**src/rtl/rxq_pkg.sv**
```systemverilog
package rxq_pkg;
  // qualified per-cycle operations handed from the pointer logic to storage
  typedef struct packed {
    logic wr;
    logic rd;
  } rxq_op_t;
endpackage

```
**src/rtl/rxq_mem.sv**
```systemverilog
module rxq_mem #(
  parameter int DATA_W = 8,
  parameter int DEPTH  = 16,
  localparam int AW    = $clog2(DEPTH)
) (
  input  logic              clk,
  input  logic              rst,
  input  rxq_pkg::rxq_op_t  op,
  input  logic [AW-1:0]     waddr,
  input  logic [DATA_W-1:0] wdata,
  input  logic [AW-1:0]     raddr,
  output logic [DATA_W-1:0] rdata
);
  logic [DATA_W-1:0] mem [DEPTH];

  // write port: no reset so the array maps onto block RAM
  always_ff @(posedge clk) begin
    if (op.wr) mem[waddr] <= wdata;
  end

  // registered read port, read-first on a shared address
  always_ff @(posedge clk) begin
    if (rst)        rdata <= '0;
    else if (op.rd) rdata <= mem[raddr];
  end
endmodule

```
**src/rtl/rxq_ptrs.sv**
```systemverilog
module rxq_ptrs #(
  parameter int DEPTH = 16,
  localparam int AW   = $clog2(DEPTH),
  localparam int CW   = AW + 1
) (
  input  logic             clk,
  input  logic             rst,
  input  logic             flush,
  input  logic             push,
  input  logic             pop,
  output rxq_pkg::rxq_op_t op,
  output logic [AW-1:0]    wptr,
  output logic [AW-1:0]    rptr,
  output logic [CW-1:0]    count,
  output logic             overflow
);
  localparam logic [CW-1:0] FULL_CNT = CW'(DEPTH);

  logic is_full, is_empty;
  assign is_full  = (count == FULL_CNT);
  assign is_empty = (count == '0);

  always_comb begin
    op.wr = push && !flush && !is_full;
    op.rd = pop  && !flush && !is_empty;
  end

  always_ff @(posedge clk) begin
    if (rst || flush) begin
      wptr     <= '0;
      rptr     <= '0;
      count    <= '0;
      overflow <= 1'b0;
    end else begin
      if (op.wr) wptr <= wptr + AW'(1);
      if (op.rd) rptr <= rptr + AW'(1);
      unique case ({op.wr, op.rd})
        2'b10:   count <= count + CW'(1);
        2'b01:   count <= count - CW'(1);
        default: count <= count;
      endcase
      if (push && is_full) overflow <= 1'b1;
    end
  end
endmodule

```
**src/rtl/rxq_level.sv**
```systemverilog
module rxq_level #(
  parameter int DEPTH = 16,
  localparam int AW   = $clog2(DEPTH),
  localparam int CW   = AW + 1
) (
  input  logic          clk,
  input  logic          rst,
  input  logic          thr_wr,
  input  logic [AW-1:0] thr_wdata,
  input  logic [CW-1:0] count,
  output logic [AW-1:0] thr_q,
  output logic          hit
);
  always_ff @(posedge clk) begin
    if (rst)         thr_q <= AW'(DEPTH - 1);
    else if (thr_wr) thr_q <= thr_wdata;
  end

  // count >= thr+1 is the same as count > thr
  assign hit = (count > {1'b0, thr_q});
endmodule

```
**src/rtl/rxq_fifo.sv**
```systemverilog
module rxq_fifo #(
  parameter int DATA_W = 8,
  parameter int DEPTH  = 16,
  localparam int AW    = $clog2(DEPTH),
  localparam int CW    = AW + 1
) (
  input  logic              clk,
  input  logic              rst,
  input  logic              flush,
  input  logic              push_valid,
  input  logic [DATA_W-1:0] push_data,
  input  logic              pop_strobe,
  output logic [DATA_W-1:0] rd_data,
  input  logic              thr_wr,
  input  logic [AW-1:0]     thr_wdata,
  output logic [AW-1:0]     thr_rdata,
  output logic [AW-1:0]     occ_rdata,
  output logic              empty,
  output logic              full,
  output logic              rx_full_irq,
  output logic              ovf_sticky
);
  rxq_pkg::rxq_op_t op;
  logic [AW-1:0]    wptr, rptr;
  logic [CW-1:0]    count;

  rxq_ptrs #(.DEPTH(DEPTH)) u_ptrs (
    .clk(clk), .rst(rst), .flush(flush),
    .push(push_valid), .pop(pop_strobe),
    .op(op), .wptr(wptr), .rptr(rptr),
    .count(count), .overflow(ovf_sticky)
  );

  rxq_mem #(.DATA_W(DATA_W), .DEPTH(DEPTH)) u_mem (
    .clk(clk), .rst(rst), .op(op),
    .waddr(wptr), .wdata(push_data),
    .raddr(rptr), .rdata(rd_data)
  );

  rxq_level #(.DEPTH(DEPTH)) u_level (
    .clk(clk), .rst(rst),
    .thr_wr(thr_wr), .thr_wdata(thr_wdata),
    .count(count), .thr_q(thr_rdata), .hit(rx_full_irq)
  );

  // all status is decoded from registered state only
  assign empty     = (count == '0);
  assign full      = (count == CW'(DEPTH));
  assign occ_rdata = empty ? '0 : AW'(count - CW'(1));
endmodule

```
**config.mk**
```make
export PLATFORM = sky130hd
export DESIGN_NAME = rxq_fifo
export DESIGN_NICKNAME = d
export VERILOG_FILES = /design/src/rtl/rxq_pkg.sv /design/src/rtl/rxq_mem.sv /design/src/rtl/rxq_ptrs.sv /design/src/rtl/rxq_level.sv /design/src/rtl/rxq_fifo.sv
export SDC_FILE = /design/constraint.sdc
export NUM_CORES = 1
export LEC_CHECK = 0
export BUFFER_PORTS_ARGS = -buffer_cell sky130_fd_sc_hd__buf_4
export CAP_MARGIN = 20
export CORE_ASPECT_RATIO = 2
export CORE_UTILIZATION = 55
export CTS_CLUSTER_SIZE = 40
export DETAILED_ROUTE_END_ITERATION = 12
export HOLD_SLACK_MARGIN = 0.05
export PLACE_DENSITY = 0.73
export SETUP_SLACK_MARGIN = 0.1
export SYNTH_ARGS = -nofsm -noshare
export SYNTH_HDL_FRONTEND = slang
export SYNTH_SLANG_ARGS = --single-unit
```
**constraint.sdc**
```tcl
create_clock -name clk -period 3.1 [get_ports clk]
set_clock_uncertainty 0.15 [all_clocks]
set_input_delay 0.155 -clock clk [delete_from_list [all_inputs] [get_ports clk]]
set_output_delay 0.155 -clock clk [all_outputs]
set_load 0.005 [all_outputs]
```
# --- Word level (Yosys, flattened, before mapping) ---
# Memory sizes are Yosys's and may differ from the RTL's. A register that Yosys moved wholly into a read port is not among the register bits.
# Index checks and enable logic that the tools add are counted.
word_totals:
  memories: 1
  input_bits: 18
  ramBits: 128
  register_bits: 18
  wordCells: 29
classes:
  addsub: 4
  mux: 4
  n_reduce_logical: 11
  n_eq_ne: 3
  n_lt_le_gt_ge: 1
mem_list:
  columns: ["memory", "depth", "word_bits", "rd", "rd_ports_with_merged_regs", "write_ports", "line_no", "rtl"]
  rows:
  - ["u_mem.mem", 16, 8, 1, 1, 1, "rxq_mem.sv:14", "logic [DATA_W-1:0] mem [DEPTH];"]
op_table:
  columns: ["cell", "count"]
  rows:
  - ["case mux 5 bit (2 select lines)", 1]
  - ["adder 4 x 1 -> 4 bit, second input constant", 2]
  - ["adder 5 x 1 -> 5 bit, second input constant", 1]
  - ["== test 5 bit, second input constant", 1]
  - ["> comparator 5 x 4 -> 1 bit", 1]
  - ["logical AND 1 bit", 5]
  - ["logical NOT 5 bit", 1]
  - ["subtractor 5 x 1 -> 5 bit, second input constant", 1]
  - ["two-way mux 4 bit", 1]
  - ["logical NOT 1 bit", 3]
  - ["== test 2 x 1 -> 1 bit, second input constant", 1]
  - ["== test 2 bit, second input constant", 1]
  - ["two-way mux 1 bit", 2]
  - ["nonzero test 2 bit", 1]
  - ["logical OR 1 bit", 1]

# --- Depth between registers and ports, before layout ---
logic_depth:
  word_depth: 5
  mapped_depth: 13
  ltp_nobuf: 12

# --- Hierarchy ---
# A second synthesis with hierarchy kept.
hier_totals:
  cells_unflattened: 439
  area_unflattened_um2: 6439.9
by_module_without_submodules:
  columns: ["mod", "cells_each", "n_inst", "area_per_inst_um2", "seq_area_each_um2"]
  rows:
  - ["rxq_mem", 316, 1, 5343.9, 4003.8]
  - ["rxq_ptrs", 78, 1, 739.5, 280.3]
  - ["rxq_level", 29, 1, 249.0, 80.1]
  - ["rxq_fifo", 16, 1, 107.6, 0.0]

# --- Worst setup path before layout ---
# OpenSTA, ideal clock, no wires.
synth_path:
  path_type: "register to register"
  startpoint: "register u_ptrs.count[0]"
  endpoint: "register u_ptrs.count[2]"
  t_arrival_ps: 2480
  period_less_slack_ps: 2700
  slack_ps: 400
  stages_incl_launch_ff: 12
  cell_sequence: "dfxtp_1 inv_1 ha_1 nor4b_2 nand2b_4 or2_1 buf_6 inv_2 ha_1 clkbuf_1 or3_1 a21oi_1"
synth_lines:
  columns: ["element", "line_no", "rtl"]
  rows:
  - ["from (decl)", "rxq_ptrs.sv:14", "output logic [CW-1:0] count,"]
  - ["from (signal assigned)", "rxq_ptrs.sv:38", "2'b10: count <= count + CW'(1);"]
  - ["from (signal assigned)", "rxq_ptrs.sv:39", "2'b01: count <= count - CW'(1);"]
  - ["from (signal assigned)", "rxq_ptrs.sv:40", "default: count <= count;"]

# --- Final worst setup path ---
layout_path:
  startpoint: "register u_ptrs.count[0]"
  endpoint: "register u_ptrs.count[4]"
layout_between:
  elab_chain_cells: 5
  elab_cells_between_ends: 12
layout_rtl:
  columns: ["element", "line_no", "rtl"]
  rows:
  - ["== test 5 bit / logical NOT 5 bit (equally long branches)", "rxq_ptrs.sv:20, rxq_ptrs.sv:21", null]
  - ["logical NOT 1 bit, on equally long branches", "rxq_ptrs.sv:24, rxq_ptrs.sv:25", null]
  - ["logical AND 1 bit, on equally long branches", "rxq_ptrs.sv:24, rxq_ptrs.sv:25", null]
  - ["== test 2 x 1 -> 1 bit / == test 2 bit (equally long branches)", "rxq_ptrs.sv:37", "unique case ({op.wr, op.rd})"]
  - ["case mux 5 bit (2 select lines) / nonzero test 2 bit (equally long branches)", null, null]
# Several ways; a longest one is shown, not always the timed one.
# A chain may end at the register's enable or synchronous reset.

==> out/qor.yml <==
clock_latency_ps: 410
drv_slew: 0
period_share_pct: 90.2
grt_pass1_wl_um: 19000
die_area_um2: 11800
nNetsFinal: 465
cts_tree: "done"
remaining_drc_errors: 0
arrival_ps: 2990
synth_cell_types: 37
hold_viol: 0
worstMarginPinSlew_ps: 736
gp_congestion: 0.816
fill_cells: 728
worstSetupPathType: "reg2reg"
cts-buffers-inserted: 17
clk_path_buf_depth: 2
setup_tns_ps: 0
ir_worst_vdd_v: 0.000490
cts.sinks: 154
die_w_um: 77.4
htreeDepth: 4
avgRoutedWirePerCell_um: 20.8
worst-r2r-cell-count: 11
synth_enable_flop_cells: 128
core_region_area_um2: 11000
n_antenna_cell: 0
period_minus_slack_ps: 2800
synthFlopType: "edfxtp_1"
syn_area_um2: 6250
slew_headroom_pct: 50.9
vias: 3371
final-setup-viol-count: 0
first_pass_iters: 4
rsz0062_at_grt: "false"
avgSynthCellArea_um2: 17.7
path_max_fanout: 6
syn_inst: 352
syn-num-nets: 382
final_common_cell: "edfxtp_1"
routed_wl_um: 12200
ys_async_sr_fraction_pct: 0
timing.max_cap.violations: 0
fmax_ghz: 0.358
root_buffer: "clkbuf_16"
vias_per_cell: 5.73
ios: 38
area_growth_pct: 21.8
crit_path_start_kind: "flop"
grt_overflow_total: 0
synth_seq_cells: 154
worst_slack_ps: 304
yosysWarnings: 0
cp-end-kind: "flop"
grt_antenna_before_repair: 0
whs_path_depth: 5
cp.required_ps: 3300
grt_max_degree: 20
yosysSeqAreaShare_pct: 69.9
holdCritPathClass: "in2reg"
fp.dieH_um: 153
std_cell_rows: 54
cts.clk_slew.worst_paths_ps: 70
grt_pass1_vias: 3575
drtAntennaViolNets: 0
drtIter0Drc: 158
final_cell_mix: "edfxtp_1 (128), buf_4 (60), mux4_2 (32)"
postCtsSetupRepairBufs: 0
grt_use_total_pct: 22.6
power_density_nw_per_um2: 579
start_util_pct: 56.7
hpwl_um: 8650
place_ws_ps: 84.9
port_buffers: 37
power.leakage_nw: 2.61
outcome: "complete, no violations"
layout-drive-gt1-share_pct: 31.9
where the power goes:
part           internal, W  switching (W)
Sequential         0.00225     0.00000948
Combinational    0.0000857      0.0000899
Clock              0.00108       0.000896
cell usage after synthesis, types with 2 or more instances:
cell      number  share of area (%)
edfxtp_1     128                 62
mux4_2        32                 12
nor2_1        29                1.7
dfxtp_1       26                8.3
mux2i_1       20                3.2
ha_1          12                2.4
clkbuf_1      11               0.66
nand2_1       10               0.60
inv_1          9               0.54
nand3_1        8               0.64
o221ai_2       8                1.9
xor2_1         7               0.98
buf_2          5               0.40
nor3_1         5               0.40
a21oi_1        4               0.32
nand2b_1       4               0.40
xnor2_1        4               0.56
o211ai_1       3               0.36
o21ai_0        3               0.24
or3_1          3               0.30
and4bb_2       2               0.40
buf_6          2               0.36
nand4_1        2               0.20
nor2b_1        2               0.20
sequential cells by signal, summed over array words and instances (netlist names):
register	count
u_ptrs.overflow	1
u_ptrs.count	5
u_mem.mem	128
u_ptrs.rptr	4
u_mem.rdata	8
u_ptrs.wptr	4
u_level.thr_q	4
metrics by stage:
step	std cells	total power [W]	hold WS, ps	area [µm²]	util, %
2_1_floorplan	352	0.00238	104	6250	-
3_3_place_gp	534	0.00245	219	6800	61.8
3_5_place_dp	534	0.00246	229	6800	61.8
4_1_cts	588	0.00445	55.0	7610	69.1
5_1_grt	588	0.00454	107	7610	69.1
6_report	588	0.00441	76.0	7610	69.1
area by class of cell:
type,count,area [µm²],share of cell area (%)
Inverter,10,37.5,0.493
Clock inverter,15,150,1.97
Clock buffer,17,425,5.59
Tap cell,140,175,2.30
Sequential cell,154,4370,57.4
Timing Repair Buffer,83,691,9.08
Multi-Input combinational cell,169,1760,23.2
kinds of logic after synthesis:
kind of cell | after synthesis | share of synthesized area [%]
adder cells (fa/ha/maj) | 12 | 2.40
flip-flops | 154 | 69.9
AO/OA/AOI/OAI | 22 | 3.32
XOR/XNOR | 11 | 1.54
multiplexers | 52 | 14.7
buffers and inverters | 29 | 2.08
AND/OR/NAND/NOR | 72 | 6.05
layer usage:
metal	GRT usage (%)	wire, µm	vias to the layer above
met2	40.9	7000	109
li1	-	-	1544
met3	4.67	393	38
met1	23.0	4290	1680
met5	0	0	-
met4	14.6	550	0
critical path, cell delays in order, from the launching register on:
cell      delay [ps]
dfxtp_1          440
inv_1            100
ha_1             220
buf_4            150
and4bb_2         250
nor3b_2          330
inv_1             90
ha_1             260
nor2b_1          190
a31oi_1          120
or3_1            310
a21oi_1          140
worst paths after layout:
kind                                startpoint                      endpoint  slack, ps
setup / recovery  u_ptrs.count[0]$_SDFFE_PP0P_  u_ptrs.count[4]$_SDFFE_PP0P_        300
hold / removal                           flush   u_ptrs.wptr[3]$_SDFFE_PP0P_         80
hold reg to reg   u_ptrs.overflow$_SDFFE_PP0P_  u_ptrs.overflow$_SDFFE_PP0P_        320
setup reg to reg  u_ptrs.count[0]$_SDFFE_PP0P_  u_ptrs.count[4]$_SDFFE_PP0P_        300
what timing repair did:
item	in CTS	in global routing
hold endpoints to repair	137	0
endpoints found under the setup margin	1	1
hold buffers	22	0
resized for setup	1	1
Power figures use the tool's default switching activity.
